===== src/rtl/cmt_sel_pkg.sv =====
package cmt_sel_pkg;

  typedef enum logic [2:0] {
    ST_IDLE   = 3'd0,
    ST_RUN    = 3'd1,
    ST_ROB_SQ = 3'd2,
    ST_TRAP   = 3'd3,
    ST_FTRAP  = 3'd4
  } thr_st_e;

  typedef enum logic [1:0] {
    POL_AGGR   = 2'd0,
    POL_RR     = 2'd1,
    POL_OLDEST = 2'd2,
    POL_RSVD   = 2'd3
  } pol_e;

  function automatic logic st_rr_ok(input logic [2:0] s);
    return (s == ST_IDLE) || (s == ST_RUN);
  endfunction

  function automatic logic st_age_ok(input logic [2:0] s);
    return (s == ST_IDLE) || (s == ST_RUN) || (s == ST_FTRAP);
  endfunction

endpackage


===== src/rtl/cmt_elig.sv =====
module cmt_elig
  import cmt_sel_pkg::*;
#(
  parameter int NUM_THREADS = 4
) (
  input  logic [NUM_THREADS-1:0]   active_i,
  input  logic [3*NUM_THREADS-1:0] status_i,
  input  logic [NUM_THREADS-1:0]   rob_empty_i,
  input  logic [NUM_THREADS-1:0]   head_ready_i,
  output logic [NUM_THREADS-1:0]   rr_elig_o,
  output logic [NUM_THREADS-1:0]   age_elig_o
);

  for (genvar t = 0; t < NUM_THREADS; t++) begin : g_thr
    logic [2:0] st;
    assign st = status_i[3*t +: 3];
    assign rr_elig_o[t]  = active_i[t] & head_ready_i[t] & st_rr_ok(st);
    assign age_elig_o[t] = active_i[t] & head_ready_i[t] & ~rob_empty_i[t]
                         & st_age_ok(st);
  end

endmodule


===== src/rtl/cmt_age_pick.sv =====
module cmt_age_pick #(
  parameter int NUM_THREADS = 4,
  parameter int SEQ_W       = 16,
  parameter int TID_W       = 2
) (
  input  logic [NUM_THREADS-1:0]       elig_i,
  input  logic [SEQ_W*NUM_THREADS-1:0] seq_i,
  output logic                         valid_o,
  output logic [TID_W-1:0]             tid_o
);

  logic [SEQ_W-1:0] best_seq;

  // strict compare keeps the lower thread on ties
  always_comb begin
    valid_o  = 1'b0;
    tid_o    = '0;
    best_seq = '0;
    for (int t = 0; t < NUM_THREADS; t++) begin
      if (elig_i[t] && (!valid_o || seq_i[t*SEQ_W +: SEQ_W] < best_seq)) begin
        valid_o  = 1'b1;
        tid_o    = TID_W'(t);
        best_seq = seq_i[t*SEQ_W +: SEQ_W];
      end
    end
  end

endmodule


===== src/rtl/cmt_rr_order.sv =====
module cmt_rr_order #(
  parameter int NUM_THREADS = 4,
  parameter int TID_W       = 2
) (
  input  logic                         clk_i,
  input  logic                         rst_ni,
  input  logic [NUM_THREADS-1:0]       elig_i,
  input  logic                         advance_i,
  output logic                         valid_o,
  output logic [TID_W-1:0]             tid_o,
  output logic [TID_W*NUM_THREADS-1:0] order_o
);

  logic [TID_W-1:0] order_q [NUM_THREADS];
  logic [TID_W-1:0] order_d [NUM_THREADS];
  logic [TID_W-1:0] hit_pos;

  always_comb begin
    valid_o = 1'b0;
    hit_pos = '0;
    for (int p = 0; p < NUM_THREADS; p++) begin
      if (!valid_o && elig_i[order_q[p]]) begin
        valid_o = 1'b1;
        hit_pos = TID_W'(p);
      end
    end
    tid_o = valid_o ? order_q[hit_pos] : '0;
  end

  // move the consumed entry to the tail, close the gap
  always_comb begin
    for (int p = 0; p < NUM_THREADS; p++) order_d[p] = order_q[p];
    if (advance_i && valid_o) begin
      for (int p = 0; p < NUM_THREADS - 1; p++) begin
        if (TID_W'(p) >= hit_pos) order_d[p] = order_q[p+1];
      end
      order_d[NUM_THREADS-1] = order_q[hit_pos];
    end
  end

  always_ff @(posedge clk_i or negedge rst_ni) begin
    if (!rst_ni) begin
      for (int p = 0; p < NUM_THREADS; p++) order_q[p] <= TID_W'(p);
    end else begin
      for (int p = 0; p < NUM_THREADS; p++) order_q[p] <= order_d[p];
    end
  end

  for (genvar p = 0; p < NUM_THREADS; p++) begin : g_flat
    assign order_o[p*TID_W +: TID_W] = order_q[p];
  end

endmodule


===== src/rtl/cmt_thread_sel.sv =====
module cmt_thread_sel
  import cmt_sel_pkg::*;
#(
  parameter int NUM_THREADS = 4,
  parameter int SEQ_W       = 16,
  localparam int TID_W      = (NUM_THREADS > 1) ? $clog2(NUM_THREADS) : 1
) (
  input  logic                         clk_i,
  input  logic                         rst_ni,
  input  logic [1:0]                   policy_i,
  input  logic [NUM_THREADS-1:0]       active_i,
  input  logic [3*NUM_THREADS-1:0]     status_i,
  input  logic [NUM_THREADS-1:0]       rob_empty_i,
  input  logic [NUM_THREADS-1:0]       head_ready_i,
  input  logic [SEQ_W*NUM_THREADS-1:0] head_seq_i,
  input  logic                         accept_i,
  output logic                         sel_valid_o,
  output logic [TID_W-1:0]             sel_tid_o
);

  logic [TID_W*NUM_THREADS-1:0] order_flat;

  if (NUM_THREADS == 1) begin : g_single
    assign order_flat  = '0;
    assign sel_valid_o = st_age_ok(status_i[2:0]);
    assign sel_tid_o   = '0;
  end else begin : g_multi
    logic [NUM_THREADS-1:0] rr_elig, age_elig;
    logic                   rr_v, age_v;
    logic [TID_W-1:0]       rr_t, age_t;
    logic                   rr_adv;

    assign rr_adv = accept_i && (policy_i == POL_RR);

    cmt_elig #(.NUM_THREADS(NUM_THREADS)) u_elig (
      .active_i    (active_i),
      .status_i    (status_i),
      .rob_empty_i (rob_empty_i),
      .head_ready_i(head_ready_i),
      .rr_elig_o   (rr_elig),
      .age_elig_o  (age_elig)
    );

    cmt_age_pick #(.NUM_THREADS(NUM_THREADS), .SEQ_W(SEQ_W), .TID_W(TID_W)) u_age (
      .elig_i (age_elig),
      .seq_i  (head_seq_i),
      .valid_o(age_v),
      .tid_o  (age_t)
    );

    cmt_rr_order #(.NUM_THREADS(NUM_THREADS), .TID_W(TID_W)) u_rr (
      .clk_i    (clk_i),
      .rst_ni   (rst_ni),
      .elig_i   (rr_elig),
      .advance_i(rr_adv),
      .valid_o  (rr_v),
      .tid_o    (rr_t),
      .order_o  (order_flat)
    );

    always_comb begin
      sel_valid_o = 1'b0;
      sel_tid_o   = '0;
      unique case (policy_i)
        POL_AGGR, POL_OLDEST: begin
          sel_valid_o = age_v;
          sel_tid_o   = age_t;
        end
        POL_RR: begin
          sel_valid_o = rr_v;
          sel_tid_o   = rr_t;
        end
        default: ;
      endcase
    end
  end

endmodule


===== config.mk =====
export PLATFORM = sky130hd
export DESIGN_NAME = cmt_thread_sel
export DESIGN_NICKNAME = d
export VERILOG_FILES = /design/src/rtl/cmt_sel_pkg.sv /design/src/rtl/cmt_elig.sv /design/src/rtl/cmt_age_pick.sv /design/src/rtl/cmt_rr_order.sv /design/src/rtl/cmt_thread_sel.sv
export SDC_FILE = /design/constraint.sdc
export NUM_CORES = 1
export LEC_CHECK = 0
export ABC_CLOCK_PERIOD_IN_PS = 10000
export BUFFER_PORTS_ARGS = -buffer_cell sky130_fd_sc_hd__buf_2
export CAP_MARGIN = 5
export CORE_MARGIN = 5
export CORE_UTILIZATION = 45
export CTS_BUF_LIST = sky130_fd_sc_hd__clkbuf_8
export DETAILED_ROUTE_END_ITERATION = 6
export MAX_ROUTING_LAYER = met4
export PLACE_DENSITY = 0.91
export SLEW_MARGIN = 20
export SYNTH_ARGS = -nofsm -noshare
export SYNTH_HDL_FRONTEND = slang
export SYNTH_SLANG_ARGS = --single-unit

===== constraint.sdc =====
create_clock -name clk_i -period 10 [get_ports clk_i]
set_input_delay 2 -clock clk_i [delete_from_list [all_inputs] [get_ports clk_i]]
set_output_delay 2 -clock clk_i [all_outputs]
set_load 0.01 [all_outputs]

==> metrics.csv <==
metric,value,unit
hold depth,1,
Reg power frac,0.187,
"IR drop worst, VDD",0.0965,mV
skew final,0.00409,ns
P_int,111,uW
status,completed,
Initial Util,0.464,
Clk network pwr share,0.212,
r2r worst-path depth,6,
fin crit share,0.990,
crit path max-delay cell type,or3_4,
Finished Core Util,0.713,
gr usage total,0.215,
Core ar.,4720,um^2
number of enable flip-flop cells after synthesis,0,
dominant synthesized flop cell,dfstp_2,
GP Congestion,0.929,
I/O pins,96,
cells after synthesis,280,
final hold slack,0.562,ns
vias per std cell,6.02,
max reg flops,8,
mean post-synth cell area,7.82,um^2
"Hold Vio Cnt, Final",0,
"Distinct cells, synth",50,
"Async S/R FF share, synth",1.00,
ant diodes,0,
FP Rows,25,
Final setup viols,0,
first-pass GRT wire length,10.9,mm
fin crit period,9.90,ns
WHS Endpoint,g_multi.u_rr.order_o[0],
min-delay worst type,reg -> reg,
Syn. warnings,0,
die footprint,6360,um^2
Die Y-Extent,79.8,um
"FF+latch count, synth",8,
DR pass1 iterations,4,
Slew Limit Fails,0,
Psw,63.3,uW
wire per inst,17.9,um
Critical Path Sink Type,primary output,
slew margin rel.,0.664,
chip width,79.8,um
max-cap violations,0,
drt total wl,8.25,mm
pin count of the biggest net entering global routing,18,
Critical Path Start Type,input pin,
drt initial violations,261,
global route overflow,0,
critical path type,in -> out,
register area share after synthesis,0.0937,
critical path's most frequent cell,a21o_1,
initial antenna violation count,0,
DP Wirelength,5.70,mm
r2r setup slk,7.64,ns
Mapped Area,2190,um^2
CP max stage delay,0.43,ns
Post-DRT Antenna Nets,0,
Lkg Pwr,1.53,nW
Logic pwr share,0.601,
clock sinks,8,
Reg-to-Reg End,g_multi.u_rr.order_o[6],
vias,2776,
CTS clock-pin slew for the worst setup and hold paths,0.04,ns
HP Start,g_multi.u_rr.order_o[0],
ratio of cells with drive above 1 in the final layout,0.492,
vias in the first global route,2606,
I/O Buffers,95,
area grow syn2layout,53.8,%
switch share,0.363,
Num CTS Buffers,3,
drt drc,0,
Power Dens Cells,51.8,nW/um^2
FMAX,101,MHz
Worst Path Required,8.00,ns
post-synth net total,418,
Bufs on Longest Clock Path,2,
TritonCTS clock tree,built,
nets@finish,534,
worst r2r src,g_multi.u_rr.order_o[7],
Root Buffer,clkbuf_8,
worst-margin pin slew,0.500,ns
setup TNS after final layout,0,ns
critical-path maximum fanout,6,
H-tree Lvls,1,
worst skew pair latency,0.22,ns
Critical Path AT,7.90,ns
Total Power,174,uW
==> final cells by class <==
class	count	area, um^2
clock buffers	3	41.3
fillers	333	1360
inverters	4	15.0
multi-input cells	258	2240
flip-flops and latches	8	205
well taps	67	83.8
repair buffers	121	787
==> routing by layer <==
layer / wire [um] / up-vias / track usage / part of all wire
met5: 0 / - / - / 0
met4: 280 / 0 / 0.0507 / 0.034
met3: 598 / 40 / 0.0327 / 0.073
met2: 4260 / 151 / 0.402 / 0.52
met1: 3100 / 1285 / 0.239 / 0.38
li1: - / 1300 / - / -
==> stage by stage <==
step / std cells / setup WS [ns] / area [um^2]
2_1_floorplan: 280 / 0.0917 / 2210
3_3_place_gp: 443 / -0.0732 / 2820
3_5_place_dp: 443 / -0.251 / 2820
4_1_cts: 450 / 0.00185 / 2980
5_1_grt: 461 / -0.236 / 3370
6_report: 461 / 0.100 / 3370
==> layout by cell type, fill, tap and decap left out, types with 4 or more instances in the layout <==
cell type	instances
a21oi_2	11
ha_4	9
ha_1	36
mux4_2	5
a21o_1	23
mux2_2	8
nor2_1	37
nand2_1	18
dfrtp_1	4
a211oi_2	4
nand4_1	10
inv_1	4
nand2_2	6
dfstp_2	4
a21oi_1	19
nand3_1	7
o21ai_0	5
buf_2	95
buf_4	16
nor2_2	4
==> power by group through the flow <==
| stage | Sequential, mW | Clock [mW] | Combinational (mW) |
|---|---|---|---|
| final | 0.0326 | 0.0370 | 0.105 |
| after global routing | 0.0326 | 0.0407 | 0.115 |
| after CTS | 0.0326 | 0.0378 | 0.0873 |
| after detailed placement | 0.0330 | 0 | 0.0826 |
| after global placement | 0.0330 | 0 | 0.0800 |
| after floorplan | 0.0330 | 0 | 0.0457 |
==> synth_stat cells, types with 2 or more instances <==
| master | number | area (um^2) |
|---|---|---|
| a211o_1 | 2 | 17.5 |
| a211oi_1 | 5 | 37.5 |
| a21o_1 | 23 | 173 |
| a21oi_1 | 29 | 145 |
| a311o_1 | 2 | 20.0 |
| and2_1 | 3 | 18.8 |
| and3_1 | 2 | 12.5 |
| buf_2 | 8 | 40.0 |
| dfrtp_1 | 4 | 100 |
| dfstp_2 | 4 | 105 |
| ha_1 | 45 | 563 |
| inv_1 | 4 | 15.0 |
| mux2_2 | 8 | 90.1 |
| mux4_2 | 5 | 113 |
| nand2_1 | 25 | 93.8 |
| nand2b_1 | 3 | 18.8 |
| nand3_1 | 8 | 40.0 |
| nand3b_1 | 2 | 15.0 |
| nand4_1 | 10 | 62.6 |
| nor2_1 | 42 | 158 |
| nor2b_1 | 3 | 18.8 |
| nor3_1 | 3 | 15.0 |
| nor4_1 | 2 | 12.5 |
| o21ai_0 | 8 | 40.0 |
| o22ai_1 | 2 | 12.5 |
| o41ai_1 | 2 | 17.5 |
| or2_1 | 2 | 12.5 |
| or3_1 | 2 | 12.5 |
==> how the worst max path moves through the flow <==
| stage | start | to | slack, ns | cells after the start |
|---|---|---|---|---|
| finish | status_i[2] | sel_tid_o[0] | 0.10 | 34 |
| global route | status_i[2] | sel_tid_o[0] | -0.24 | 35 |
| global placement | status_i[2] | sel_tid_o[1] | -0.07 | 32 |
| detailed placement | status_i[2] | sel_tid_o[1] | -0.25 | 32 |
| CTS | status_i[0] | sel_tid_o[1] | 0.002 | 34 |
| floorplan | active_i[0] | sel_tid_o[1] | 0.09 | 33 |
==> cell families (layout without fill, tap and decap cells) <==
| kind of cell | after synthesis | count (layout) | synth area share |
|---|---|---|---|
| AOI/OAI and AO/OA | 86 | 86 | 0.267 |
| DFF | 8 | 8 | 0.0937 |
| muxes | 14 | 14 | 0.105 |
| buffers and inverters | 14 | 128 | 0.0286 |
| and+or+nand+nor | 113 | 113 | 0.249 |
| adders and majority gates | 45 | 45 | 0.257 |
==> worst max-delay path: cells and delay by family <==
kind,cells,cell delay [ns]
AOI/OAI and AO/OA,15,2.68
and+or+nand+nor,10,1.60
buffers and inverters,6,0.83
adders and majority gates,3,0.74
==> repair_timing <==
item	CTS	global route
hold buffers	0	0
setup endpoints to repair	2	2
buffers inserted	3	8
gates resized for setup	15	48
pin swaps	8	24
gates cloned	1	3
Power figures use the tool's default switching activity.
